## config.mk

```make
export PLATFORM = sky130hd
export DESIGN_NAME = flash_window_bridge
export DESIGN_NICKNAME = d
export VERILOG_FILES = /design/src/rtl/fwb_pkg.sv /design/src/rtl/fwb_decode.sv /design/src/rtl/fwb_strobe.sv /design/src/rtl/fwb_assemble.sv /design/src/rtl/flash_window_bridge.sv
export SDC_FILE = /design/constraint.sdc
export NUM_CORES = 1
export LEC_CHECK = 0
export BUFFER_PORTS_ARGS = -buffer_cell sky130_fd_sc_hd__buf_2
export CORE_MARGIN = 5
export CORE_UTILIZATION = 50
export CTS_BUF_LIST = sky130_fd_sc_hd__clkbuf_8
export CTS_CLUSTER_SIZE = 28
export DETAILED_ROUTE_END_ITERATION = 10
export PLACE_DENSITY = 0.79
export SETUP_SLACK_MARGIN = 0.3
export SYNTH_ARGS = -nofsm -noshare
export SYNTH_HDL_FRONTEND = slang
export SYNTH_HIERARCHICAL = 1
export SYNTH_SLANG_ARGS = --single-unit
```

## constraint.sdc

```tcl
create_clock -name clk -period 4 [get_ports clk]
set_input_delay 1.2 -clock clk [delete_from_list [all_inputs] [get_ports clk]]
set_output_delay 1.2 -clock clk [all_outputs]
set_load 0.03 [all_outputs]
```

## src/rtl/fwb_pkg.sv

```systemverilog
package fwb_pkg;

  typedef enum logic [1:0] {
    ST_IDLE = 2'd0,
    ST_XFER = 2'd1,
    ST_RESP = 2'd2
  } fwb_state_e;

  typedef struct packed {
    logic        err;
    logic        write;
    logic        word;
    logic [1:0]  lane;
    logic [16:0] offs;
    logic [7:0]  wbyte;
  } fwb_req_t;

endpackage

```

## src/rtl/fwb_decode.sv

```systemverilog
module fwb_decode
  import fwb_pkg::*;
#(
  parameter int HOST_AW = 32,
  parameter int FL_AW   = 17
) (
  input  logic                     write,
  input  logic [HOST_AW-1:0]       addr,
  input  logic [3:0]               be,
  input  logic [31:0]              wdata,
  input  logic [HOST_AW-FL_AW-1:0] flash_base,
  input  logic [HOST_AW-FL_AW-1:0] rom_base,
  input  logic                     rom_en,
  output fwb_req_t                 dec
);

  localparam int BASE_W = HOST_AW - FL_AW;

  logic [BASE_W-1:0] tag;
  logic              hit_flash;
  logic              hit_rom;
  logic              be_single;
  logic              be_half;
  logic              size_ok;
  logic [1:0]        lane;

  assign tag       = addr[HOST_AW-1:FL_AW];
  assign hit_flash = (tag == flash_base);
  assign hit_rom   = rom_en && (tag == rom_base);
  assign be_single = (be == 4'b0001) || (be == 4'b0010) ||
                     (be == 4'b0100) || (be == 4'b1000);
  assign be_half   = (be == 4'b0011) || (be == 4'b1100);
  assign size_ok   = write ? be_single : (be_single || be_half);

  always_comb begin
    if (be[0])      lane = 2'd0;
    else if (be[1]) lane = 2'd1;
    else if (be[2]) lane = 2'd2;
    else            lane = 2'd3;
  end

  always_comb begin
    dec       = '0;
    dec.err   = !(hit_flash || hit_rom) || !size_ok;
    dec.write = write;
    dec.word  = !write && be_half;
    dec.lane  = lane;
    dec.offs  = {addr[FL_AW-1:2], lane};
    dec.wbyte = wdata[lane*8 +: 8];
  end

endmodule

```

## src/rtl/fwb_strobe.sv

```systemverilog
module fwb_strobe #(
  parameter int CYCLE_CLKS = 3,
  parameter int FL_AW      = 17
) (
  input  logic             clk,
  input  logic             rst_n,
  input  logic             start,
  input  logic             wr_in,
  input  logic [FL_AW-1:0] addr_in,
  input  logic [7:0]       data_in,
  output logic             busy,
  output logic             done,
  output logic [FL_AW-1:0] fl_addr,
  output logic [7:0]       fl_dq_out,
  output logic             fl_dq_oe,
  output logic             fl_ce_n,
  output logic             fl_oe_n,
  output logic             fl_we_n
);

  localparam int CNT_W = $clog2(CYCLE_CLKS);
  localparam logic [CNT_W-1:0] CNT_LAST = CNT_W'(CYCLE_CLKS - 1);

  logic             busy_q, busy_d;
  logic [CNT_W-1:0] cnt_q, cnt_d;
  logic             wr_q, wr_d;
  logic [FL_AW-1:0] addr_q, addr_d;
  logic [7:0]       data_q, data_d;
  logic             load_en;

  assign done    = busy_q && (cnt_q == CNT_LAST);
  assign load_en = start;

  always_comb begin
    busy_d = busy_q;
    cnt_d  = cnt_q;
    if (start) begin
      busy_d = 1'b1;
      cnt_d  = '0;
    end else if (done) begin
      busy_d = 1'b0;
      cnt_d  = '0;
    end else if (busy_q) begin
      cnt_d  = cnt_q + 1'b1;
    end
  end

  always_comb begin
    wr_d   = wr_q;
    addr_d = addr_q;
    data_d = data_q;
    if (load_en) begin
      wr_d   = wr_in;
      addr_d = addr_in;
      data_d = data_in;
    end
  end

  always_ff @(posedge clk or negedge rst_n) begin
    if (!rst_n) begin
      busy_q <= 1'b0;
      cnt_q  <= '0;
      wr_q   <= 1'b0;
      addr_q <= '0;
      data_q <= '0;
    end else begin
      busy_q <= busy_d;
      cnt_q  <= cnt_d;
      wr_q   <= wr_d;
      addr_q <= addr_d;
      data_q <= data_d;
    end
  end

  assign busy      = busy_q;
  assign fl_addr   = addr_q;
  assign fl_dq_out = data_q;
  assign fl_dq_oe  = busy_q && wr_q;
  assign fl_ce_n   = !busy_q;
  assign fl_oe_n   = !(busy_q && !wr_q);
  assign fl_we_n   = !(busy_q && wr_q && (cnt_q != '0) && (cnt_q != CNT_LAST));

  AST_OE_WE_EXCL: assert property (@(posedge clk) disable iff (!rst_n)
    !(!fl_oe_n && !fl_we_n));

  AST_WE_SETUP: assert property (@(posedge clk) disable iff (!rst_n)
    $fell(fl_we_n) |-> $stable(fl_addr) && $stable(fl_dq_out) && !fl_ce_n);

  AST_WE_HOLD: assert property (@(posedge clk) disable iff (!rst_n)
    !fl_we_n |=> $stable(fl_addr) && $stable(fl_dq_out) && !fl_ce_n);

  AST_WE_NEEDS_DRIVE: assert property (@(posedge clk) disable iff (!rst_n)
    !fl_we_n |-> fl_dq_oe);

endmodule

```

## src/rtl/fwb_assemble.sv

```systemverilog
module fwb_assemble (
  input  logic        clk,
  input  logic        rst_n,
  input  logic        clr,
  input  logic        cap,
  input  logic [1:0]  lane,
  input  logic [7:0]  din,
  output logic [31:0] rdata
);

  logic [7:0] byte_q [4];
  logic [7:0] byte_d [4];

  for (genvar g = 0; g < 4; g++) begin : g_lane
    always_comb begin
      byte_d[g] = byte_q[g];
      if (clr)
        byte_d[g] = 8'h00;
      else if (cap && (lane == 2'(g)))
        byte_d[g] = din;
    end

    always_ff @(posedge clk or negedge rst_n) begin
      if (!rst_n) byte_q[g] <= 8'h00;
      else        byte_q[g] <= byte_d[g];
    end

    assign rdata[g*8 +: 8] = byte_q[g];
  end

endmodule

```

## src/rtl/flash_window_bridge.sv

```systemverilog
module flash_window_bridge
  import fwb_pkg::*;
#(
  parameter int CYCLE_CLKS = 3,
  parameter int MAX_WAIT   = 16
) (
  input  logic        clk,
  input  logic        rst_n,
  input  logic        req_valid,
  input  logic        req_write,
  input  logic [31:0] req_addr,
  input  logic [3:0]  req_be,
  input  logic [31:0] req_wdata,
  input  logic [14:0] cfg_flash_base,
  input  logic [14:0] cfg_rom_base,
  input  logic        cfg_rom_en,
  output logic        rsp_ready,
  output logic        rsp_error,
  output logic [31:0] rsp_rdata,
  output logic [16:0] fl_addr,
  output logic [7:0]  fl_dq_out,
  output logic        fl_dq_oe,
  input  logic [7:0]  fl_dq_in,
  output logic        fl_ce_n,
  output logic        fl_oe_n,
  output logic        fl_we_n
);

  localparam int HOST_AW = 32;
  localparam int FL_AW   = 17;
  localparam int LAT_W   = $clog2(2 * CYCLE_CLKS + 4);

  if (CYCLE_CLKS < 3 || (2 * CYCLE_CLKS + 2) > MAX_WAIT) begin : g_bad_cycle
    $error("CYCLE_CLKS out of range for the wait budget");
  end

  fwb_state_e       state_q, state_d;
  fwb_req_t         dec;
  fwb_req_t         req_q, req_d;
  logic             second_q, second_d;
  logic [LAT_W-1:0] lat_q, lat_d;
  logic             accept;
  logic             st_start;
  logic             st_wr;
  logic [FL_AW-1:0] st_addr;
  logic [7:0]       st_data;
  logic             st_busy;
  logic             st_done;
  logic             cap;
  logic [1:0]       cap_lane;

  fwb_decode #(.HOST_AW(HOST_AW), .FL_AW(FL_AW)) u_decode (
    .write      (req_write),
    .addr       (req_addr),
    .be         (req_be),
    .wdata      (req_wdata),
    .flash_base (cfg_flash_base),
    .rom_base   (cfg_rom_base),
    .rom_en     (cfg_rom_en),
    .dec        (dec)
  );

  assign accept = (state_q == ST_IDLE) && req_valid;

  always_comb begin
    state_d  = state_q;
    req_d    = req_q;
    second_d = second_q;
    st_start = 1'b0;
    st_wr    = req_q.write;
    st_addr  = req_q.offs + 1'b1;
    st_data  = req_q.wbyte;
    case (state_q)
      ST_IDLE: begin
        if (req_valid) begin
          req_d    = dec;
          second_d = 1'b0;
          if (dec.err) begin
            state_d = ST_RESP;
          end else begin
            state_d  = ST_XFER;
            st_start = 1'b1;
            st_wr    = dec.write;
            st_addr  = dec.offs;
            st_data  = dec.wbyte;
          end
        end
      end
      ST_XFER: begin
        if (st_done) begin
          if (req_q.word && !second_q) begin
            second_d = 1'b1;
            st_start = 1'b1;
          end else begin
            state_d = ST_RESP;
          end
        end
      end
      default: state_d = ST_IDLE;
    endcase
  end

  always_comb begin
    lat_d = lat_q;
    if (accept)
      lat_d = '0;
    else if (state_q != ST_IDLE)
      lat_d = lat_q + 1'b1;
  end

  always_ff @(posedge clk or negedge rst_n) begin
    if (!rst_n) begin
      state_q  <= ST_IDLE;
      req_q    <= '0;
      second_q <= 1'b0;
      lat_q    <= '0;
    end else begin
      state_q  <= state_d;
      req_q    <= req_d;
      second_q <= second_d;
      lat_q    <= lat_d;
    end
  end

  fwb_strobe #(.CYCLE_CLKS(CYCLE_CLKS), .FL_AW(FL_AW)) u_strobe (
    .clk       (clk),
    .rst_n     (rst_n),
    .start     (st_start),
    .wr_in     (st_wr),
    .addr_in   (st_addr),
    .data_in   (st_data),
    .busy      (st_busy),
    .done      (st_done),
    .fl_addr   (fl_addr),
    .fl_dq_out (fl_dq_out),
    .fl_dq_oe  (fl_dq_oe),
    .fl_ce_n   (fl_ce_n),
    .fl_oe_n   (fl_oe_n),
    .fl_we_n   (fl_we_n)
  );

  assign cap      = (state_q == ST_XFER) && st_done && !req_q.write;
  assign cap_lane = req_q.lane + {1'b0, second_q};

  fwb_assemble u_assemble (
    .clk   (clk),
    .rst_n (rst_n),
    .clr   (accept),
    .cap   (cap),
    .lane  (cap_lane),
    .din   (fl_dq_in),
    .rdata (rsp_rdata)
  );

  assign rsp_ready = (state_q == ST_RESP);
  assign rsp_error = (state_q == ST_RESP) && req_q.err;

  AST_READY_PULSE: assert property (@(posedge clk) disable iff (!rst_n)
    rsp_ready |=> !rsp_ready);

  AST_WAIT_BUDGET: assert property (@(posedge clk) disable iff (!rst_n)
    rsp_ready |-> (int'(lat_q) <= MAX_WAIT));

  AST_ERR_NO_STROBE: assert property (@(posedge clk) disable iff (!rst_n)
    rsp_error |-> fl_ce_n && $past(fl_ce_n));

  AST_XFER_HAS_CE: assert property (@(posedge clk) disable iff (!rst_n)
    (state_q == ST_XFER) |-> !fl_ce_n);

  AST_IDLE_QUIET: assert property (@(posedge clk) disable iff (!rst_n)
    (state_q == ST_IDLE) |-> fl_ce_n && fl_oe_n && fl_we_n && !fl_dq_oe);

endmodule

```

==> results.py <==
metrics = {
    "detailed_routing": {
        "firstDrtPassIters": 6,
        "vias_per_cell": 5.20,
        "totalWireLength_um": 12800,
        "vias": 4121,
        "drcViolationCount": 0,
        "drt_iter0_drc": 183,
        "wl_per_cell_um": 16.2,
        "antenna_left": 0,
    },
    "pwr": {
        "ir_worst_vdd_mv": 0.151,
        "power.internal_mw": 1.38,
        "p_leak_nw": 3.02,
        "p_sw_uw": 515,
        "power.density_nw_per_um2": 304,
        "power_frac_clock_pct": 28.4,
        "combPwrFrac_pct": 16.6,
        "p_sw_share_pct": 27.1,
        "seq_power_share_pct": 54.9,
    },
    "floorplan": {
        "initial_core_util_pct": 51.2,
        "die_w_um": 113,
        "core_um2": 10300,
        "num_rows": 37,
        "pin_count": 174,
        "dieArea_um2": 12700,
        "dieHeight_um": 113,
    },
    "clocking": {
        "cts_setup_buffers": 0,
        "cts_max_level": 3,
        "cts.sinks": 94,
        "clk_latency_ps": 360,
        "cts_hold_buf": 0,
        "cts_resized": 0,
        "cts_tree": "built",
        "cts_max_path_buffers": 2,
        "cts_root_buffer": "clkbuf_8",
        "cts_buffers": 9,
        "clk_transition_reported_paths_ps": 80,
    },
    "global_routing": {
        "grt_first_pass_wirelength_um": 21000,
        "antenna_found_initial": 0,
        "grt.total_usage_pct": 20.6,
        "grt_max_degree": 63,
        "grt-ovfl-total": 0,
        "grt_pass1_vias": 4296,
    },
    "timing": {
        "setup_viol": 0,
        "tns_ps": 0,
        "hold_viol": 0,
        "post-route-period-util_pct": 78.6,
        "min_period_ps": 3140,
        "rsz0062_at_grt": "false",
        "finalMaxSlewViolations": 0,
        "slew_headroom_pct": 45.0,
        "tightest_slew_ps": 825,
        "finClkSkew_ps": 10.2,
        "max_freq_mhz": 318,
    },
    "worst_setup_path": {
        "cp-startpoint": "req_addr[22]",
        "r2r_setup_slack_ps": 1660,
        "crit_slowest_cell": "nor4_1",
        "cp-end-kind": "register",
        "cp_num_buf_inv": 2,
        "r2r-start": "u_strobe/cnt_q[0]$_DFFE_PN0P_",
        "crit_chain": "buf_2 -> xnor2_1 -> nand4_1 -> nor4_1 -> o22ai_1 -> nand2b_1 -> o31ai_4 -> buf_12 -> mux2_2",
        "critPathKind": "primary input to register",
        "start_kind": "primary input",
        "crit_fanout": 16,
        "crit_family": "simple AND/OR/NAND/NOR gates",
        "worstPathRequired_ps": 4250,
        "critPathMaxStageDelay_ps": 370,
        "cp.arrival_ps": 3390,
    },
    "synthesis": {
        "ys_warn_count": 6,
        "seq_area_frac_synth_pct": 44.7,
        "netlist_instances": 507,
        "synth_top_family_by_area": "multiplexers",
        "synth-simple-area-share_pct": 17.6,
        "synth-adder-area-share_pct": 0.476,
        "synth_area_um2": 5260,
        "synthXorXnorAreaFrac_pct": 7.66,
        "syn-num-nets": 620,
        "syn_area_per_cell_um2": 10.4,
        "synth_compound_area_share_pct": 4.69,
        "ys_ff_latch": 94,
        "synth_mux_area_share_pct": 19.2,
        "ys_types": 39,
    },
    "run": {
        "maxCapViolations": 0,
    },
    "finish": {
        "drive_gt1_share_pct": 38.1,
        "nets": 767,
        "layout_commonest_cell": "buf_2",
        "syn_to_final_growth_pct": 18.8,
        "final_cell_mix": "buf_2, dfrtp_1, nand2_1",
        "fin_util_pct": 60.8,
        "fillCellCount": 924,
        "diodes": 0,
    },
    "placed_design": {
        "place.gp.congestion": 0.945,
        "port_buffers": 171,
        "hpwl_um": 9850,
    },
    "outcome": {
        "status": "finished clean",
    },
    "hold_path": {
        "min_path_type": "register to register",
        "min-delay-start": "u_strobe/fl_addr[2]$_DFFE_PN0P_",
    },
}
## through the flow
step,worst slack (ps),power [mW],hold slack (ps),cells,cell area [um2]
global route,669,2.00,518,793,6250
global placement,514,1.37,485,779,6090
floorplan,717,1.26,472,507,5260
detailed placement,455,1.38,491,779,6090
CTS,839,1.92,510,793,6250
finish,857,1.90,505,793,6250
## layer usage
| layer | vias up | global-route usage [%] | part of all wire (%) |
|---|---|---|---|
| met5 | - | 0 | 0 |
| met3 | 21 | 5.07 | 6.9 |
| met4 | 0 | 7.85 | 2.1 |
| met1 | 1947 | 24.8 | 41 |
| li1 | 1998 | - | - |
| met2 | 155 | 35.7 | 50 |
## worst paths after layout
kind                                                         end  cells past startpoint
worst max register to register  u_strobe/fl_addr[12]$_DFFE_PN0P_                      6
worst min register to register   u_strobe/fl_addr[2]$_DFFE_PN0P_                      1
max in group asynchronous       u_assemble/rdata[12]$_DFFE_PN0P_                      2
worst max-delay path            u_strobe/fl_addr[12]$_DFFE_PN0P_                      9
min in group asynchronous        u_strobe/fl_addr[7]$_DFFE_PN0P_                      1
worst min-delay path             u_strobe/fl_addr[2]$_DFFE_PN0P_                      1
## cell usage after synthesis (all sizes together)
cell,instances,area share [%]
dfrtp,94,45
nand2,60,4.3
mux2,54,12
nand2b,45,5.4
xnor2,43,7.2
mux2i,40,7.6
buf,34,4.6
o21ai,22,2.1
a21oi,21,2.1
nor2,21,1.5
nand3,11,1.4
nand4,11,1.3
clkbuf,9,0.69
nor4,9,1.1
inv,5,0.36
nand3b,4,0.57
nor3,4,0.38
xor2,3,0.50
and2,2,0.24
ha,2,0.48
or3b,2,0.33
a21o,1,0.14
a31oi,1,0.12
and2b,1,0.14
and3,1,0.12
and3b,1,0.17
nor2b,1,0.12
nor3b,1,0.36
o22ai,1,0.12
o31ai,1,0.14
or2b,1,0.14
or3,1,0.12
## flip-flops by register name, summed over array words and instances, names as in the netlist
signal and flops:
u_assemble/rdata 32, req_q 30, u_strobe/fl_addr 17, u_strobe/fl_dq_out 8
state_q 2, u_strobe/cnt_q 2, second_q 1, u_strobe/busy 1
u_strobe/wr_q 1
## logic make-up after synthesis
logic type	after synthesis
AND/OR/NAND/NOR	176
multiplexers	94
flip-flops	94
buffers and inverters	48
AO/OA/AOI/OAI	47
XOR/XNOR	46
adder cells (fa/ha/maj)	2
## power by group through the flow
stage / registers [mW] / clock network, mW / logic [mW]
CTS: 1.04 / 0.557 / 0.320
floorplan: 1.05 / 0 / 0.212
detailed placement: 1.06 / 0 / 0.319
global route: 1.05 / 0.592 / 0.353
global placement: 1.06 / 0 / 0.308
finish: 1.04 / 0.540 / 0.316
## cell type report
| cell class | instances | area, um2 | area share (%) |
|---|---|---|---|
| multi-input combinational | 365 | 2620 | 42.0 |
| clock inverter | 4 | 17.5 | 0.280 |
| tap | 136 | 170 | 2.72 |
| clock buffer | 10 | 138 | 2.20 |
| sequential | 94 | 2350 | 37.6 |
| inverter | 5 | 18.8 | 0.300 |
| timing repair buffer | 179 | 931 | 14.9 |
Power figures use the tool's default switching activity.
